<file path="src/rtl/ifd_pkg.sv">
// Shared encodings for the expanding-opcode decoder and its sequencer.
// Assumes a 2-bit addressing-mode field.
package ifd_pkg;
    typedef enum logic [1:0] {
        MODE_DIRECT    = 2'b00,
        MODE_INDIRECT  = 2'b01,
        MODE_INDEXED   = 2'b10,
        MODE_IMMEDIATE = 2'b11
    } amode_e;

    typedef enum logic [1:0] {
        CLS_TWO  = 2'b00,
        CLS_ONE  = 2'b01,
        CLS_NONE = 2'b10
    } iclass_e;

    typedef enum logic [2:0] {
        ST_IDLE,
        ST_DECODE,
        ST_ADDR_READ,
        ST_DATA_READ,
        ST_DONE
    } seq_state_e;
endpackage

</file>
<file path="src/rtl/ifd_classify.sv">
// Combinational decoder for the expanding opcode.
// It gives the operand class, the operation code and the effective mode.
// It also gives the value used as the immediate operand or the first read address,
// and whether the word is the exact halt encoding.
// Assumes MODE_W matches the 2-bit mode type in ifd_pkg.
module ifd_classify
    import ifd_pkg::*;
#(
    parameter int WORD_W = 32,
    parameter int OPC_W  = 3,
    parameter int MODE_W = 2
) (
    input  logic [WORD_W-1:0] word_i,
    input  logic [WORD_W-1:0] index_i,
    output iclass_e           cls_o,
    output logic [OPC_W-1:0]  opc_o,
    output amode_e            mode_o,
    output logic [WORD_W-1:0] value_o,
    output logic              halt_o
);
    localparam int TWO_FIELD_W = WORD_W - OPC_W - MODE_W;
    localparam int PREFIX_W    = OPC_W + 1;
    localparam int ONE_FIELD_W = WORD_W - PREFIX_W - OPC_W;

    logic [OPC_W-1:0]  top;
    logic              ext_bit;
    logic [WORD_W-1:0] field;

    // Decode the class, the opcode and the mode, then form the effective value.
    always_comb begin
        top     = word_i[WORD_W-1 -: OPC_W];
        ext_bit = word_i[WORD_W-1-OPC_W];
        cls_o   = CLS_TWO;
        opc_o   = top;
        mode_o  = amode_e'(word_i[TWO_FIELD_W +: MODE_W]);
        field   = WORD_W'(word_i[TWO_FIELD_W-1:0]);
        halt_o  = 1'b0;
        if (&top) begin
            opc_o = word_i[ONE_FIELD_W +: OPC_W];
            if (!ext_bit) begin
                cls_o  = CLS_ONE;
                mode_o = MODE_DIRECT;
                field  = WORD_W'(word_i[ONE_FIELD_W-1:0]);
            end else begin
                cls_o  = CLS_NONE;
                mode_o = MODE_IMMEDIATE;
                field  = '0;
                halt_o = (word_i[WORD_W-PREFIX_W-1:0] == '0);
            end
        end
        value_o = (mode_o == MODE_INDEXED) ? field + index_i : field;
    end
endmodule

</file>
<file path="src/rtl/ifd_sequencer.sv">
// Operand-fetch sequencer: handshake, per-mode memory read sequence,
// result handshake and the sticky halt flag.
// Assumes memory read data returns one cycle after the request.
module ifd_sequencer
    import ifd_pkg::*;
(
    input  logic    clk,
    input  logic    rst_n,
    input  logic    in_valid_i,
    input  iclass_e cls_i,
    input  amode_e  mode_i,
    input  logic    halt_i,
    input  logic    out_ack_i,
    output logic    in_ready_o,
    output logic    load_instr_o,
    output logic    rd_en_o,
    output logic    rd_sel_mem_o,
    output logic    load_res_o,
    output logic    res_sel_mem_o,
    output logic    out_valid_o,
    output logic    halted_o
);
    seq_state_e state_q, state_d;
    logic       halted_q, set_halt;

    // State and sticky-halt registers.
    always_ff @(posedge clk) begin
        if (!rst_n) begin
            state_q  <= ST_IDLE;
            halted_q <= 1'b0;
        end else begin
            state_q <= state_d;
            if (set_halt) halted_q <= 1'b1;
        end
    end

    // Next-state logic and per-state control strobes.
    always_comb begin
        state_d       = state_q;
        load_instr_o  = 1'b0;
        rd_en_o       = 1'b0;
        rd_sel_mem_o  = 1'b0;
        load_res_o    = 1'b0;
        res_sel_mem_o = 1'b0;
        set_halt      = 1'b0;
        case (state_q)
            ST_IDLE: if (in_valid_i && !halted_q) begin
                load_instr_o = 1'b1;
                state_d      = ST_DECODE;
            end
            ST_DECODE: begin
                if (cls_i == CLS_NONE || mode_i == MODE_IMMEDIATE) begin
                    load_res_o = 1'b1;
                    set_halt   = (cls_i == CLS_NONE) && halt_i;
                    state_d    = ST_DONE;
                end else begin
                    rd_en_o = 1'b1;
                    state_d = (mode_i == MODE_INDIRECT) ? ST_ADDR_READ : ST_DATA_READ;
                end
            end
            ST_ADDR_READ: begin
                rd_en_o      = 1'b1;
                rd_sel_mem_o = 1'b1;
                state_d      = ST_DATA_READ;
            end
            ST_DATA_READ: begin
                load_res_o    = 1'b1;
                res_sel_mem_o = 1'b1;
                state_d       = ST_DONE;
            end
            ST_DONE: if (out_ack_i) state_d = ST_IDLE;
            default: state_d = ST_IDLE;
        endcase
    end

    assign in_ready_o  = (state_q == ST_IDLE) && !halted_q;
    assign out_valid_o = (state_q == ST_DONE);
    assign halted_o    = halted_q;
endmodule

</file>
<file path="src/rtl/ifd_capture.sv">
// Holding registers for the accepted instruction word and the resolved operand.
// Both change only on their load strobes, so outputs stay stable between loads.
module ifd_capture #(
    parameter int WORD_W = 32
) (
    input  logic              clk,
    input  logic              rst_n,
    input  logic              load_instr_i,
    input  logic [WORD_W-1:0] word_i,
    input  logic              load_res_i,
    input  logic              res_sel_mem_i,
    input  logic [WORD_W-1:0] value_i,
    input  logic [WORD_W-1:0] mem_data_i,
    output logic [WORD_W-1:0] instr_o,
    output logic [WORD_W-1:0] operand_o
);
    // Capture the instruction on acceptance and the operand on completion.
    always_ff @(posedge clk) begin
        if (!rst_n) begin
            instr_o   <= '0;
            operand_o <= '0;
        end else begin
            if (load_instr_i) instr_o <= word_i;
            if (load_res_i) operand_o <= res_sel_mem_i ? mem_data_i : value_i;
        end
    end
endmodule

</file>
<file path="src/rtl/instr_operand_fetch.sv">
// Top level: expanding-opcode decode with multi-cycle operand fetch.
// Assumes a synchronous memory port with one cycle of read latency.
// Assumes index_val is stable while a word is being decoded.
module instr_operand_fetch
    import ifd_pkg::*;
#(
    parameter int WORD_W = 32,
    parameter int OPC_W  = 3,
    parameter int MODE_W = 2
) (
    input  logic              clk,
    input  logic              rst_n,
    input  logic              in_valid,
    output logic              in_ready,
    input  logic [WORD_W-1:0] in_word,
    input  logic [WORD_W-1:0] index_val,
    output logic              mem_rd_en,
    output logic [WORD_W-1:0] mem_rd_addr,
    input  logic [WORD_W-1:0] mem_rd_data,
    output logic              out_valid,
    input  logic              out_ack,
    output logic [1:0]        out_class,
    output logic [OPC_W-1:0]  out_opc,
    output logic [WORD_W-1:0] out_operand,
    output logic              halted
);
    logic [WORD_W-1:0] instr_q, value;
    iclass_e           cls;
    amode_e            mode;
    logic              halt_word, load_instr, rd_sel_mem, load_res, res_sel_mem;

    ifd_classify #(.WORD_W(WORD_W), .OPC_W(OPC_W), .MODE_W(MODE_W)) u_classify (
        .word_i (instr_q),
        .index_i(index_val),
        .cls_o  (cls),
        .opc_o  (out_opc),
        .mode_o (mode),
        .value_o(value),
        .halt_o (halt_word)
    );

    ifd_sequencer u_seq (
        .clk          (clk),
        .rst_n        (rst_n),
        .in_valid_i   (in_valid),
        .cls_i        (cls),
        .mode_i       (mode),
        .halt_i       (halt_word),
        .out_ack_i    (out_ack),
        .in_ready_o   (in_ready),
        .load_instr_o (load_instr),
        .rd_en_o      (mem_rd_en),
        .rd_sel_mem_o (rd_sel_mem),
        .load_res_o   (load_res),
        .res_sel_mem_o(res_sel_mem),
        .out_valid_o  (out_valid),
        .halted_o     (halted)
    );

    ifd_capture #(.WORD_W(WORD_W)) u_capture (
        .clk          (clk),
        .rst_n        (rst_n),
        .load_instr_i (load_instr),
        .word_i       (in_word),
        .load_res_i   (load_res),
        .res_sel_mem_i(res_sel_mem),
        .value_i      (value),
        .mem_data_i   (mem_rd_data),
        .instr_o      (instr_q),
        .operand_o    (out_operand)
    );

    // Second indirect read is addressed by the pointer just returned.
    assign mem_rd_addr = rd_sel_mem ? mem_rd_data : value;
    assign out_class   = cls;
endmodule

</file>
<file path="config.mk">
export PLATFORM = sky130hd
export DESIGN_NAME = instr_operand_fetch
export DESIGN_NICKNAME = d
export VERILOG_FILES = /design/src/rtl/ifd_pkg.sv /design/src/rtl/ifd_classify.sv /design/src/rtl/ifd_sequencer.sv /design/src/rtl/ifd_capture.sv /design/src/rtl/instr_operand_fetch.sv
export SDC_FILE = /design/constraint.sdc
export NUM_CORES = 1
export LEC_CHECK = 0
export BUFFER_PORTS_ARGS = -buffer_cell sky130_fd_sc_hd__buf_2
export CORE_AREA = 2 2 100 102
export CTS_CLUSTER_DIAMETER = 50
export CTS_CLUSTER_SIZE = 40
export DETAILED_ROUTE_END_ITERATION = 10
export DIE_AREA = 0 0 102 104
export GPL_TIMING_DRIVEN = 1
export PLACE_DENSITY = 0.85
export SYNTH_ARGS = -nofsm -noshare
export SYNTH_HDL_FRONTEND = slang
export SYNTH_SLANG_ARGS = --single-unit
</file>
<file path="constraint.sdc">
create_clock -name clk -period 7.65 [get_ports clk]
set_input_delay 0.765 -clock clk [delete_from_list [all_inputs] [get_ports clk]]
set_output_delay 0.765 -clock clk [all_outputs]
set_load 0.1 [all_outputs]
</file>
==> summary.json, run 1 <==
{
  "sta": {
    "final_critical_path_setup_slack_ns": 2.34,
    "min_period_over_period": 0.694,
    "timing.final.hold_violations": 0,
    "achievable-frequency_mhz": 188,
    "fin_skew_ns": 0.00401,
    "finalSetupTns_ns": 0,
    "timing.final.max_slew_violations": 0,
    "worst_slew_pin_slew_ns": 1.18,
    "finalSetupViolations": 0,
    "slew_headroom": 0.216,
    "fin_crit_ns": 5.31,
    "rsz0062_at_grt": "false"
  },
  "global_route": {
    "grt_start_max_net_pins": 69,
    "via_count_of_the_first_global_routing_pass": 5507,
    "grt_antenna_before_repair": 0,
    "overflow": 0,
    "grt_pass1_wl_um": 27500,
    "grtUsageTotal": 0.324
  },
  "critical_path": {
    "timing.critical_path.arrival_ns": 4.54,
    "r2r_setup_slack_ns": 5.33,
    "crit_path_cell_trace": "and3_1 > nand2_1 > and2_1 > ha_1 > inv_1 > fa_1 > and2b_1 > o2111ai_1 > a2111oi_2 > o21ai_2 > nand2_4 > a31oi_4 > or4_1 > nand3_1 > buf_2",
    "peak_per_stage_delay_on_the_critical_path_ns": 0.58,
    "setup.worst_path.class": "reg -> out",
    "critical_path_peak_fanout": 28,
    "timing.critical_path.buf_inv": 2,
    "worst_r2r_endpoint": "u_capture.operand_o[21]$_SDFFE_PN0P_",
    "r2r-start": "u_capture.instr_o[31]$_SDFFE_PN0P_",
    "critPathLaunchType": "register",
    "worst-endpoint-required_ns": 6.88,
    "slowest_stage_cell_crit_path": "nand2_1",
    "timing.critical_path.max_delay_family": "simple AND/OR/NAND/NOR gates",
    "cp-end-kind": "primary output",
    "rr_worst_depth": 7
  },
  "placed_design": {
    "hpwlAfterDp_um": 13300,
    "place.port_buffers": 172,
    "place_ws_ns": 2.76,
    "finalWeightedCongestion": 0.998,
    "dp_area_mm2": 0.00603
  },
  "yosys": {
    "synthFlopType": "dfxtp_1",
    "post-synth-top-area-cell": "dfxtp_1",
    "yosys.area_share.xor_xnor": 0.0325,
    "fraction_of_the_mapped_netlist_area_in_adder_cells": 0.0772,
    "synth-compound-area-share": 0.285,
    "synth_top_area_share": 0.266,
    "dominant_combinational_cell_family_by_area_after_synthesis": "simple AND/OR/NAND/NOR gates",
    "post_synth_inst_count": 687,
    "syn_nets": 818,
    "synth_sequential_area_ratio": 0.266,
    "synth-edff-count": 0,
    "yosys.cell_types.count": 61,
    "synth_top_cells_by_area": "dfxtp_1 27%, nand2_1 9.0%, ha_1 7.3%",
    "ys_async_sr_fraction": 0,
    "synth-seq-cells": 68,
    "syn-cell-area_mm2": 0.00512,
    "muxShareOfSynthArea": 0.00611,
    "synth_area_per_cell_um2": 7.46,
    "yosys_warnings": 0,
    "yosys.area_share.simple": 0.294
  },
  "finish": {
    "fillerInstances": 881,
    "antennaDiodeCount": 0,
    "fin_nets": 964,
    "stdcell_area_mm2": 0.00618,
    "fin_util": 0.647,
    "drive_gt1_frac": 0.237,
    "area_growth_syn_to_layout_pct": 20.5
  },
  "pwr": {
    "pwr_density_cell_mw_per_mm2": 216,
    "vdd.ir_drop.worst_v": 0.000130,
    "total_leakage_power_nw": 2.83
  },
  "clock_network": {
    "clkSlewWorstSetupHoldPaths_ns": 0.06,
    "cts_made_buffers": 9,
    "clock-sinks": 68,
    "worstSkewPairLatency_ns": 0.33,
    "cts_max_level": 3,
    "ctsRootBufferMaster": "clkbuf_8",
    "tritoncts_clock_tree": "built",
    "cts-hold-fix-buffers": 0,
    "post-cts-setup-buffer-count": 0,
    "resize_count_post_cts": 0,
    "clock_tree.buffer_depth": 2
  },
  "worst_hold_path": {
    "worstHoldStart": "u_capture.instr_o[12]$_SDFFE_PN0P_",
    "timing.hold.worst_endpoint": "u_capture.instr_o[12]$_SDFFE_PN0P_",
    "worst_hold_path_cell_count": 2,
    "hold_path_class": "reg -> reg"
  },
  "floorplan": {
    "io_pins": 173,
    "floorplan.die.height_um": 104,
    "die_x_um": 102,
    "floorplan.initialDensity": 0.537,
    "rows": 36,
    "fp.dieArea_mm2": 0.0106,
    "fp.coreArea_mm2": 0.00955
  },
  "flow_run": {
    "maxCapViolations": 0
  },
  "detailed_routing": {
    "postRouteWirelength_um": 17300,
    "drcViolationCount": 0,
    "via_per_inst": 6.12,
    "drt_pass_1_iters": 10,
    "drt_iter0_markers": 813,
    "drtAntennaViolNets": 0,
    "routed_wire_length_per_instance_um": 17.9,
    "dr_total_vias": 5914
  },
  "status": {
    "status": "completed"
  }
}
[worst min-delay path, cell delays in order, from the launching register on]
cell	delay [ns]
dfxtp_1	0.32
nand2_1	0.05
a21boi_0	0.06
[worst max-delay path by stage]
stage | to | from | slack [ns] | cells past startpoint
2_1_floorplan | mem_rd_addr[16] | u_capture.instr_o[31]$_SDFFE_PN0P_ | 1.79 | 14
6_report | mem_rd_addr[30] | u_capture.instr_o[31]$_SDFFE_PN0P_ | 2.34 | 15
3_5_place_dp | mem_rd_addr[30] | u_capture.instr_o[31]$_SDFFE_PN0P_ | 2.76 | 15
3_3_place_gp | mem_rd_addr[30] | u_capture.instr_o[31]$_SDFFE_PN0P_ | 2.88 | 15
4_1_cts | mem_rd_addr[30] | u_capture.instr_o[31]$_SDFFE_PN0P_ | 2.37 | 15
5_1_grt | mem_rd_addr[14] | u_capture.instr_o[31]$_SDFFE_PN0P_ | 2.00 | 15
[placed cells by master, fill, tap and decap left out, drive strengths merged, types with 12 or more instances in the layout]
master	synthesis	final
a21boi	34	34
a21o	12	12
a21oi	47	47
a222oi	27	27
and2	33	33
buf	3	177
clkbuf	39	12
dfxtp	68	68
ha	30	30
nand2	124	124
nand3	14	14
nor2	45	45
nor2b	35	35
nor3	14	14
o21ai	34	34
[per-stage QoR]
stage | instances | hold slack, ns | power [mW]
after floorplan | 687 | 0.452 | 0.953
after global placement | 955 | 0.467 | 1.08
after detailed placement | 955 | 0.473 | 1.09
after CTS | 967 | 0.484 | 1.33
after global routing | 967 | 0.500 | 1.39
final | 967 | 0.482 | 1.33
[layer usage]
layer | wire [µm] | vias up | global-route usage
li1 | - | 2786 | -
met2 | 7800 | 368 | 0.500
met3 | 1810 | 41 | 0.0517
met1 | 7220 | 2719 | 0.459
met5 | 0 | - | 0
met4 | 498 | 0 | 0.103
[report_power, final]
part / leakage [nW] / internal [mW] / switching [mW]
registers: 0.553 / 0.377 / 0.0245
clock network: 0.0743 / 0.120 / 0.116
logic: 2.20 / 0.161 / 0.533
[final cells by class]
class                           instances  area, µm²  area share
Multi-Input combinational cell        566       3560       0.577
Inverter                               11       41.3     0.00669
Sequential cell                        68       1360       0.220
Tap cell                              133        166      0.0269
Clock buffer                           12        145      0.0235
Timing Repair Buffer                  177        898       0.145
[cells by family (layout without fill, tap and decap cells)]
logic type	after synthesis	count (layout)
AO/OA/AOI/OAI	206	206
XOR/XNOR	19	19
adder cells (fa/ha/maj)	31	31
buffers and inverters	53	200
flip-flops	68	68
multiplexers	3	3
AND/OR/NAND/NOR	307	307
[registers in the layout, indices dropped and copies added (netlist names)]
signal               count
u_capture.instr_o       32
u_capture.operand_o     32
u_seq.state_q            3
u_seq.halted_o           1
[synth_stat cells, types with 3 or more instances]
| cell | count |
|---|---|
| a211oi_1 | 5 |
| a21boi_0 | 34 |
| a21o_1 | 11 |
| a21oi_1 | 46 |
| a221oi_1 | 4 |
| a222oi_1 | 27 |
| a22oi_1 | 5 |
| a31oi_1 | 7 |
| and2_1 | 33 |
| and3_1 | 6 |
| buf_2 | 3 |
| clkbuf_1 | 39 |
| dfxtp_1 | 68 |
| ha_1 | 30 |
| inv_1 | 11 |
| nand2_1 | 123 |
| nand2b_1 | 4 |
| nand3_1 | 14 |
| nand3b_1 | 4 |
| nand4_1 | 8 |
| nor2_1 | 45 |
| nor2b_1 | 35 |
| nor3_1 | 13 |
| nor4_1 | 9 |
| o211ai_1 | 3 |
| o21a_1 | 8 |
| o21ai_0 | 32 |
| o21bai_1 | 4 |
| or3_1 | 3 |
| xnor2_1 | 8 |
| xor2_1 | 11 |
(Power assumes the default switching activity.)
==> run 2: changes to the inputs <==
Settings changed: CORE_AREA 2 2 100 102 to 2 2 103 105, DIE_AREA 0 0 102 104 to 0 0 105 107, PLACE_DENSITY 0.85 to 0.8.
Clock period 7.65 ns to 5.48 ns, I/O delays scaled along.
==> run 2 against run 1 <==
Final cell count grew 0.62%. Largest cell class unchanged. Global-route usage down 1.9 points. Largest power group unchanged. Critical endpoint unchanged. Die area increased by 5.9%. Wire length rose by 2.0%.
==> summary.json, run 2 (synthesized netlist as in run 1, its figures left out) <==
{
  "status": {
    "status": "completed"
  },
  "detailed_routing": {
    "topRoutingLayerUsed": "met4",
    "dr_total_vias": 5784,
    "drtAntennaViolNets": 0,
    "drt_iter0_markers": 760,
    "via_per_inst": 5.94,
    "drt_pass_1_iters": 9,
    "met1Wirelength_um": 7600,
    "routed-wl-met3_um": 1790,
    "routed_wire_length_per_instance_um": 18.2,
    "postRouteWirelength_um": 17700,
    "wl_met2_um": 8050,
    "drcViolationCount": 0
  },
  "critical_path": {
    "timing.critical_path.max_delay_family": "simple AND/OR/NAND/NOR gates",
    "r2r-start": "u_capture.instr_o[31]$_SDFFE_PN0P_",
    "rr_worst_depth": 8,
    "critical_path_peak_fanout": 15,
    "setup.worst_path.class": "reg -> out",
    "timing.critical_path.buf_inv": 2,
    "worst_r2r_endpoint": "u_capture.operand_o[19]$_SDFFE_PN0P_",
    "peak_per_stage_delay_on_the_critical_path_ns": 0.47,
    "worst-endpoint-required_ns": 4.93,
    "r2r_setup_slack_ns": 2.99,
    "timing.critical_path.arrival_ns": 4.28,
    "slowest_stage_cell_crit_path": "a2111oi_2",
    "cp-end-kind": "primary output",
    "critPathLaunchType": "register",
    "crit_path_cell_trace": "and3_1 > nand2_1 > and2_1 > ha_1 > inv_1 > fa_1 > and2b_1 > o2111ai_1 > a2111oi_2 > o21ai_2 > nand2_4 > a31oi_4 > or4_1 > nand3_1 > buf_2"
  },
  "clock_network": {
    "clock-sinks": 68,
    "cts_max_level": 3,
    "clkSlewWorstSetupHoldPaths_ns": 0.07,
    "tritoncts_clock_tree": "built",
    "resize_count_post_cts": 0,
    "worstSkewPairLatency_ns": 0.34,
    "cts-hold-fix-buffers": 0,
    "post-cts-setup-buffer-count": 0,
    "cts_made_buffers": 9,
    "clock_tree.buffer_depth": 2,
    "ctsRootBufferMaster": "clkbuf_8"
  },
  "pwr": {
    "pwr_density_cell_mw_per_mm2": 310,
    "vdd.ir_drop.worst_v": 0.000281,
    "total_leakage_power_nw": 2.86
  },
  "floorplan": {
    "fp.coreArea_mm2": 0.0101,
    "fp.dieArea_mm2": 0.0112,
    "io_pins": 173,
    "die_x_um": 105,
    "floorplan.initialDensity": 0.508,
    "rows": 37,
    "floorplan.die.height_um": 107
  },
  "placed_design": {
    "place_ws_ns": 1.08,
    "finalWeightedCongestion": 0.948,
    "hpwlAfterDp_um": 13600,
    "place.port_buffers": 172,
    "dp_area_mm2": 0.00604
  },
  "worst_hold_path": {
    "hold_path_class": "in -> reg",
    "worstHoldStart": "in_word[11]",
    "worst_hold_path_cell_count": 3,
    "timing.hold.worst_endpoint": "u_capture.instr_o[11]$_SDFFE_PN0P_"
  },
  "finish": {
    "layout_commonest_cell": "buf_2",
    "fillerInstances": 982,
    "fin_nets": 965,
    "drive_gt1_frac": 0.241,
    "layout.cells.most_common_list": "172 x buf_2, 123 x nand2_1, 68 x dfxtp_1, 46 x a21oi_1, 45 x nor2_1",
    "area_growth_syn_to_layout_pct": 21.6,
    "stdcell_area_mm2": 0.00623,
    "biggestRegsByFlops": "u_capture.instr_o: 32 flops, u_capture.operand_o: 32 flops, u_seq.state_q: 3 flops",
    "antennaDiodeCount": 0
  },
  "sta": {
    "rsz0062_at_grt": "false",
    "finalSetupTns_ns": 0,
    "slew_headroom": 0.176,
    "timing.final.max_slew_violations": 0,
    "fin_crit_ns": 4.82,
    "worst_slew_pin_slew_ns": 1.24,
    "achievable-frequency_mhz": 207,
    "timing.final.hold_violations": 0,
    "finalSetupViolations": 0,
    "hold_slack_ns": 0.457,
    "fin_skew_ns": 0.00483,
    "min_period_over_period": 0.880,
    "final_critical_path_setup_slack_ns": 0.656
  },
  "global_route": {
    "grt_pass1_wl_um": 27400,
    "grt_start_max_net_pins": 69,
    "grt_antenna_before_repair": 0,
    "overflow": 0,
    "via_count_of_the_first_global_routing_pass": 5339,
    "grtUsageTotal": 0.305
  },
  "flow_run": {
    "maxCapViolations": 0
  }
}
==> run 2: changes by cell type in the layout (fill, tap and decap cells not counted), sizes merged <==
cell / before / now
buf: 177 / 178
bufinv: 0 / 1
clkinv: 0 / 1
==> run 2: per-layer routing <==
metal | track usage | vias to the layer above
li1 | - | 2791
met1 | 0.433 | 2657
met2 | 0.477 | 318
met3 | 0.0468 | 18
met4 | 0.0924 | 0
met5 | 0 | -
==> run 2: final cells by class <==
| class | instances | area (µm²) | share of cell area |
|---|---|---|---|
| clock buffer | 12 | 155 | 0.0249 |
| timing repair buffer | 178 | 906 | 0.145 |
| sequential | 68 | 1360 | 0.218 |
| tap | 136 | 170 | 0.0273 |
| clock inverter | 2 | 35.0 | 0.00562 |
| multi-input combinational | 566 | 3560 | 0.572 |
| inverter | 11 | 41.3 | 0.00663 |
==> run 2: power breakdown <==
group          leakage, nW  internal [mW]  total (mW)  switching (mW)
logic                 2.21          0.224       0.970           0.745
clock network       0.0983          0.229       0.402           0.172
registers            0.553          0.526       0.562          0.0356
total                 2.86          0.980        1.93           0.953
==> run 2: how the worst max path moves through the flow <==
stage,slack (ns),endpoint,depth (start not counted),start
2_1_floorplan,0.24,mem_rd_addr[8],15,u_capture.instr_o[31]$_SDFFE_PN0P_
3_3_place_gp,1.23,mem_rd_addr[30],15,u_capture.instr_o[31]$_SDFFE_PN0P_
3_5_place_dp,1.08,mem_rd_addr[30],15,u_capture.instr_o[31]$_SDFFE_PN0P_
4_1_cts,0.68,mem_rd_addr[30],15,u_capture.instr_o[31]$_SDFFE_PN0P_
5_1_grt,0.36,mem_rd_addr[14],15,u_capture.instr_o[31]$_SDFFE_PN0P_
6_report,0.66,mem_rd_addr[30],15,u_capture.instr_o[31]$_SDFFE_PN0P_
==> run 2: per-stage QoR <==
| step | util | instances | power, mW |
|---|---|---|---|
| after global placement | 0.599 | 959 | 1.52 |
| final | 0.618 | 973 | 1.93 |
| after floorplan | - | 687 | 1.33 |
| after global routing | 0.618 | 973 | 2.02 |
| after detailed placement | 0.599 | 959 | 1.53 |
| after CTS | 0.618 | 973 | 1.93 |
==> run 2: worst min-delay path, cell delays in order <==
cell and delay [ns]:
buf_2 0.09, nand2_1 0.04, a21boi_0 0.06
